File: src/rtl/line_div.sv
module line_div #(
  parameter int AW       = 8,
  parameter int DW       = 8,
  parameter int MOD_W    = 12,
  parameter int OFFSET   = 8,
  parameter int LO_ADDR  = 2,
  parameter int HI_ADDR  = 3,
  parameter int LO_RESET = 255,
  parameter int HI_RESET = 0
) (
  input  logic          clk,
  input  logic          rst_n,
  input  logic [AW-1:0] reg_addr,
  input  logic          reg_we,
  input  logic [DW-1:0] reg_wdata,
  output logic [DW-1:0] reg_rdata,
  output logic          line_pulse
);
  localparam int HI_W     = MOD_W - DW;
  localparam int CNT_W    = $clog2((1 << MOD_W) + OFFSET);
  localparam int RST_TERM = HI_RESET * (1 << DW) + LO_RESET + OFFSET - 1;

  logic [DW-1:0]    lo_q;
  logic [HI_W-1:0]  hi_q;
  logic [CNT_W-1:0] cnt_q, term_q, term_d;
  logic             sel_lo, sel_hi;

  assign sel_lo = (reg_addr == AW'(LO_ADDR));
  assign sel_hi = (reg_addr == AW'(HI_ADDR));

  always_ff @(posedge clk) begin
    if (!rst_n) begin
      lo_q <= DW'(LO_RESET);
      hi_q <= HI_W'(HI_RESET);
    end else if (reg_we) begin
      if (sel_lo) lo_q <= reg_wdata;
      if (sel_hi) hi_q <= reg_wdata[HI_W-1:0];
    end
  end

  always_comb begin
    reg_rdata = '0;
    if (sel_lo) reg_rdata = lo_q;
    else if (sel_hi) reg_rdata = {{(DW-HI_W){1'b0}}, hi_q};
  end

  assign term_d     = CNT_W'({hi_q, lo_q}) + CNT_W'(OFFSET - 1);
  assign line_pulse = (cnt_q == term_q);

  always_ff @(posedge clk) begin
    if (!rst_n) begin
      cnt_q  <= '0;
      term_q <= CNT_W'(RST_TERM);
    end else if (line_pulse) begin
      cnt_q  <= '0;
      term_q <= term_d;
    end else begin
      cnt_q  <= cnt_q + 1'b1;
    end
  end
endmodule


File: config.mk
export PLATFORM = sky130hd
export DESIGN_NAME = line_div
export DESIGN_NICKNAME = d
export VERILOG_FILES = /design/src/rtl/line_div.sv
export SDC_FILE = /design/constraint.sdc
export NUM_CORES = 1
export LEC_CHECK = 0
export CAP_MARGIN = 30
export CORE_ASPECT_RATIO = 1.2
export CORE_MARGIN = 2
export CORE_UTILIZATION = 60
export CTS_BUF_LIST = sky130_fd_sc_hd__clkbuf_4 sky130_fd_sc_hd__clkbuf_8
export DETAILED_ROUTE_END_ITERATION = 16
export PLACE_DENSITY = 0.87
export SLEW_MARGIN = 20
export SYNTH_ARGS = -nofsm -noshare
export SYNTH_HDL_FRONTEND = slang
export SYNTH_SLANG_ARGS = --single-unit
File: constraint.sdc
create_clock -name clk -period 5 [get_ports clk]
set_input_delay 1 -clock clk [delete_from_list [all_inputs] [get_ports clk]]
set_output_delay 1 -clock clk [all_outputs]
set_load 0.02 [all_outputs]
# Yosys cells after proc, flatten, opt, wreduce, memory -nomap -nowiden
# Cells that the tools add are included.
# word_totals
mem_bits_ro	0
ramBits	0
in_bits	19
n_memories	0
latch_bits	0
out_inout_bits	9
reg_bits	38
# op_classes
addsub	2
shift	0
n_reduce_logical	3
mux	2
bitwise_logic	1
eq_ne	3
order_cmp	0
mul	0
div_mod_pow	0
# ops
op	n
equality test 8 x 2 -> 1 bit, second input constant	2
adder 12 x 3 -> 13 bit, second input constant	1
adder 13 x 1 -> 13 bit, second input constant	1
equality test 13 bit	1
2-to-1 mux 8 bit	1
2-to-1 mux 4 bit	1
AND reduction 2 bit	2
OR reduction 2 bit	1
inverter 1 bit	1

# Depth between registers and ports, before layout
# Gate-level depths: netlist (run 1).
# logic_depth
ltp_word	3
ltp_mapped	8

# Worst setup path before layout (run 1)
# No wires, ideal clock.
# synth_path
path_kind	input -> output
startpoint	in reg_addr[5]
endpoint	out reg_rdata[4]
path_stages	4
path_buffers	0
path_slack_ns	2.141
arrival_ns	1.859
cell_sequence	nor4_1 > nand3_1 > nor2_1 > and2_1
# synth_via
elab_chain_cells	2
# synth_rtl
element	line	text
start, declared	13	input logic [AW-1:0] reg_addr,
equality test 8 x 2 -> 1 bit	28	assign sel_lo = (reg_addr == AW'(LO_ADDR));
2-to-1 mux 8 bit	43	if (sel_lo) reg_rdata = lo_q;
end, declared	16	output logic [DW-1:0] reg_rdata,
# Every way passes these cells.

# Worst setup path after layout (run 1)
# layout_path
startpoint	in reg_addr[5]
endpoint	out reg_rdata[7]
# The elaborated chain is that of the path after synthesis.

==> impl_results.md, run 1 <==
* CTS tree: done
* Slowest CP cell: clkdlybuf4s50_1
* Wire per inst at 14.8 um
* Mux contribution to synthesized area at ~8.5%
* Io pins at 28
* Setup TNS at 0 ps
* Synth Area in Compound Gates at 8.52%
* Post-CTS setup buffers at 0
* ANT nets after route at 0
* First-pass GRT wire length at ~6900 um
* Fin area at 0.00224 mm2
* Min Tclk post-route at just under 4000 ps
* Nets@finish at between 200 and 300
* Full die area at 0.00362 mm2
* Worst skew pair latency at about 350 ps
* Syn nets at around 240
* Final Cycle Share at about four fifths
* Initial DRC Count at 70
* Final setup viols at 0
* Final WL at between 4000 and 5000 um
* TritonCTS Buffers at 5
* Status: finished clean
* Fillers at ~240
* Post-Synth Adder-Cell Area at 1.32%
* PwrDens at between 200 and 250 mW/mm2
* Final hold slack at 499 ps
* Cell area after placement at ~0.0022 mm2
* Post-Syn Area per Cell at 8.85 um2
* Top-area cell type share of the netlist area at about two fifths
* Setup CP Type: in -> out
* Post-synthesis sequential element count at 38
* Slew margin rel. at roughly 50%
* Startpoint types: input port
* Yosys Warn Count at 0
* Gpl congestion at between 0.7 and 0.8
* Port bufs at 27
* RSZ-0062 raised after global routing: no
* Met3 usage in global routing at under 10%
* Mapped Cells at 214
* Critical path endpoint category: output pin
* Simple-gate area share of the yosys netlist at 22.3%
* Post-placement worst setup slack at between 1000 and 1500 ps
* Crit path max fanout at 7
* Post-CTS sizing at 0
* # hold bufs at CTS at 0
* Clock Tree Root: clkbuf_4
* Detailed placement HPWL at between 2000 and 3000 um
* Worst-margin pin slew at approximately 740 ps
* Synth top cells by count: dfxtp_1, xor2_1, mux2i_1
* Routed vias at about 1600
* Clock H-tree levels at 2
* CTS Sinks at 38
* Maxcap violations at 0
* Gr usage total at 24.0%
* Worst hold path type: reg -> reg
* Yosys cell types at 29
* Area leader, netlist: dfxtp_1
* Overall power at just over 0.5 mW
* Grt total ovfl at 0
* Clock transition at path regs at roughly 110 ps
* CTS Buffer Depth at 2
* Slew Viols, Final at 0
* Met1 GRT Util at between 20% and 30%
* CP max stage delay at 600 ps
* Sequential element share of the synthesized area at 40.2%
* Cell family with most CP delay: buffers and inverters
* Syn Std Cell Area at approximately 0.0019 mm2
* Core ar. at 0.00303 mm2
* CP Cell Sequence: clkdlybuf4s50_1 > nor4_1 > nand3_1 > nor2_1 > and2_1 > clkdlybuf4s50_1
* Most area-consuming cells after synthesis: dfxtp_1, xor2_1, mux2i_1
* Die W at between 50 and 60 um
* Post-synthesis xor/xnor area fraction at around 16%
* Most numerous cell on the critical path: clkdlybuf4s50_1
* DRC at 0
* Layout cells sized above 1 at between 6 and 7%
* Die H at 65.6 um
* Vias in the first global route at roughly 1600
* Worst Path Required at around 4000 ps
* GRT Max-Usage Layer: met2
* Avg Vias per Cell at slightly below 6
* Final Hold Fails at 0
* Rows at 22
* Final critical-path setup slack at ~1100 ps
* Largest family of logic cells by synthesized area: simple AND/OR/NAND/NOR gates
* Area added between synthesis and finish at 18.0%
* Fmax at 255 MHz
* Initial antenna violation count at 0
* Peak VDD IR at 0.000220 V
* Worst EP arrival at slightly below 3000 ps
* Leak at roughly 0.94 nW
* DRT Pass-1 Iters at 4
* Skew final at 3.00 ps
* Top FF cell, synth: dfxtp_1
* Ys async rst share at 0%
* N_diodes at 0
* Number of enable flip-flop cells after synthesis at 0
* Most frequent cell after synthesis: dfxtp_1
* GR Layer Usage met2 at a little under half
* Pin count of the biggest net entering global routing at 27
* Worst path bufs/invs at 2
* Starting Density at a little over three fifths
[state kept, by name, summed over array words and instances, names as in the netlist]
| name | cells |
|---|---|
| cnt_q | 13 |
| hi_q | 4 |
| lo_q | 8 |
| term_q | 13 |
[power breakdown]
| part | switching (mW) | leakage, nW | internal [mW] |
|---|---|---|---|
| logic | 0.0168 | 0.590 | 0.0204 |
| clock network | 0.100 | 0.0387 | 0.0736 |
| registers | 0.00309 | 0.307 | 0.305 |
[worst paths after layout]
check	start	endpoint	slack (ps)	cells past startpoint
max reg2reg	cnt_q[4]	term_q[3]	2870	5
max	reg_addr[5]	reg_rdata[7]	1080	6
min	term_q[3]	term_q[3]	500	2
min reg2reg	term_q[3]	term_q[3]	500	2
[worst register-to-register path, stage by stage, from the launching register on]
cell and delay (ps):
dfxtp_1 450, xnor2_1 160, nand4_1 150, or4_1 560, or4_1 570, a21oi_1 150
[per-stage QoR]
step / utilization, % / instances
finish: 73.8 / 274
CTS: 73.8 / 274
floorplan: - / 214
detailed placement: 71.7 / 266
global placement: 71.7 / 266
global route: 73.8 / 274
[final cells by class]
class                      count  area [um2]  share of cell area, %
sequential                    38         761                   34.0
multi-input combinational    159        1070                   47.7
inverter                       4        15.0                  0.672
clock buffer                   7        58.8                   2.63
timing repair buffer          29         285                   12.8
clock inverter                 1        5.00                  0.224
tap                           36        45.0                   2.01
[kinds of logic after synthesis]
| kind of cell | after synthesis |
|---|---|
| simple gates | 81 |
| flops | 38 |
| xor+xnor | 33 |
| compound gates | 27 |
| buf+inv | 17 |
| mux | 16 |
| fa+ha+maj | 2 |
[cells in the final DEF (no fill, tap or decap), drive strengths merged]
cell / netlist / final
a211oi: 7 / 7
a21oi: 11 / 11
and2: 6 / 6
and3: 7 / 7
buf: 3 / 2
clkbuf: 10 / 7
clkdlybuf4s50: 0 / 27
clkinv: 1 / 2
dfxtp: 38 / 38
ha: 2 / 2
inv: 3 / 3
mux2i: 16 / 16
nand2: 13 / 13
nand2b: 1 / 1
nand3: 13 / 13
nand4: 6 / 6
nor2: 13 / 13
nor3: 13 / 13
nor4: 4 / 4
o211ai: 2 / 2
o21ai: 6 / 6
o31a: 1 / 1
or2: 1 / 1
or3b: 1 / 1
or4: 3 / 3
xnor2: 12 / 12
xor2: 21 / 21
[routing by layer]
layer | wire [um] | share of wire, %
met2 | 2130 | 52
met5 | 0 | 0
met1 | 1700 | 42
met4 | 85 | 2.1
met3 | 157 | 3.9
Power figures use the tool's default switching activity.
==> run 2: changes to the inputs <==
- CORE_UTILIZATION: 60 -> 50
- PLACE_DENSITY: 0.87 -> 0.77
- clock period: 5 -> 3.5 ns (I/O delays scaled with it)
==> impl_results.md, run 2 (synthesis gave the netlist of run 1 again) <==
* Rows at 24
* Core Util, Final at 64.0%
* CTS tree: done
* Commonest non-fill, non-tap cell in the layout: dfxtp_1
* Worst skew pair latency at between 200 and 300 ps
* CP Cell Sequence: clkdlybuf4s50_1 > nor4_1 > nand3_1 > nor2_1 > and2_1 > clkdlybuf4s50_1
* Clock power frac at about two fifths
* Cell family with most CP delay: buffers and inverters
* Initial DRC Count at 71
* CTS Sinks at 38
* Slew Viols, Final at 0
* Maxcap violations at 0
* PwrDens at around 350 mW/mm2
* Most numerous cell on the critical path: clkdlybuf4s50_1
* Fmax at approximately 320 MHz
* Clock H-tree levels at 2
* Cell area after placement at approximately 0.0022 mm2
* # hold bufs at CTS at 0
* Area added between synthesis and finish at 22.7%
* Most frequent cells in the layout: dfxtp_1, clkdlybuf4s50_1, xor2_1
* Avg Vias per Cell at ~5.3
* Switching share of power at 23.1%
* Status: finished clean
* Seq pwr share at 54.1%
* Worst path bufs/invs at 2
* Setup CP Type: in -> out
* Worst EP arrival at ~2500 ps
* Clock transition at path regs at ~70 ps
* Post-CTS setup buffers at 0
* Leak at a little under 1 nW
* ANT nets after route at 0
* P_int at between 0.6 and 0.7 mW
* Gpl congestion at 0.744
* Vias in the first global route at 1527
* Initial antenna violation count at 0
* Layout cells sized above 1 at around 8.2%
* Starting Density at about 52%
* Io pins at 28
* Setup TNS at 0 ps
* Full die area at 0.00430 mm2
* Comb pwr share at a little under 7%
* Pin count of the biggest net entering global routing at 20
* Clock Tree Root: clkbuf_8
* Core ar. at around 0.0036 mm2
* First-pass GRT wire length at around 6800 um
* CTS Buffer Depth at 2
* Detailed placement HPWL at roughly 3000 um
* Slowest CP cell: clkdlybuf4s50_1
* Net Sw Power at 0.188 mW
* Min Tclk post-route at about 3200 ps
* Die H at between 70 and 80 um
* Worst hold path type: reg -> reg
* Gr usage total at 20.8%
* Fin area at about 0.0023 mm2
* Crit path max fanout at 4
* DRC at 0
* Wire per inst at about 14 um
* Skew final at slightly above 4 ps
* Startpoint types: input port
* Nets@finish at about 260
* TritonCTS Buffers at 5
* Final WL at ~4000 um
* Die W at roughly 60 um
* Final Cycle Share at about nine tenths
* Critical path endpoint category: output pin
* CP max stage delay at ~600 ps
* Grt total ovfl at 0
* Fillers at 308
* DRT Pass-1 Iters at 4
* Port bufs at 27
* Post-CTS sizing at 0
* N_diodes at 0
* RSZ-0062 raised after global routing: no
* Routed vias at between 1500 and 2000
* Slew margin rel. at slightly below 80%
* Final Hold Fails at 0
* Largest regs: cnt_q (13), term_q (13), lo_q (8)
* Worst-margin pin slew at ~330 ps
* Peak VDD IR at around 0.00022 V
* Worst Path Required at between 2000 and 3000 ps
* Final setup viols at 0
run 2: cell count changes in the layout (fill, tap and decap cells not counted):
| cell | before | now |
|---|---|---|
| buf_4 | 2 | 7 |
| clkbuf_8 | 1 | 6 |
| clkbuf_4 | 6 | 0 |
| clkinvlp_4 | 0 | 1 |
run 2: power groups by stage:
| stage | sequential, mW | combinational (mW) | clock [mW] |
|---|---|---|---|
| 2_1_floorplan | 0.447 | 0.0264 | 0 |
| 3_3_place_gp | 0.449 | 0.0549 | 0 |
| 3_5_place_dp | 0.450 | 0.0563 | 0 |
| 4_1_cts | 0.439 | 0.0562 | 0.322 |
| 5_1_grt | 0.440 | 0.0608 | 0.342 |
| 6_report | 0.439 | 0.0557 | 0.318 |
run 2: final timing paths:
path	start	end	slack (ps)	depth (start not counted)
max	reg_addr[5]	reg_rdata[6]	340	6
min	term_q[0]	term_q[0]	490	2
max reg2reg	cnt_q[4]	term_q[12]	1400	5
min reg2reg	term_q[0]	term_q[0]	490	2
run 2: per-stage QoR:
stage                     instances  total power [mW]  setup slack, ps  hold slack, ps
final                           295             0.813              345             494
after global routing            295             0.842             78.9             512
after CTS                       295             0.817              322             492
after detailed placement        287             0.506              329             483
after global placement          287             0.504              350             477
after floorplan                 214             0.474             1150             462
run 2: final cells by class:
class	instances	area, um2	area share (%)
multi-input combinational	159	1070	45.9
sequential	38	761	32.7
timing repair buffer	34	323	13.9
clock buffer	6	82.6	3.55
tap	52	65.1	2.80
inverter	4	15.0	0.646
clock inverter	2	12.5	0.538
run 2: per-layer routing:
layer / part of all wire, % / global-route usage [%]
met5: 0 / 0
met4: 1.1 / 7.41
met3: 3.8 / 5.78
met2: 51 / 36.6
met1: 44 / 23.4
run 2: tightest hold or removal path: stages, from the launching register on:
cell and delay (ps):
dfxtp_1 320, o21ai_0 70, a21oi_1 60
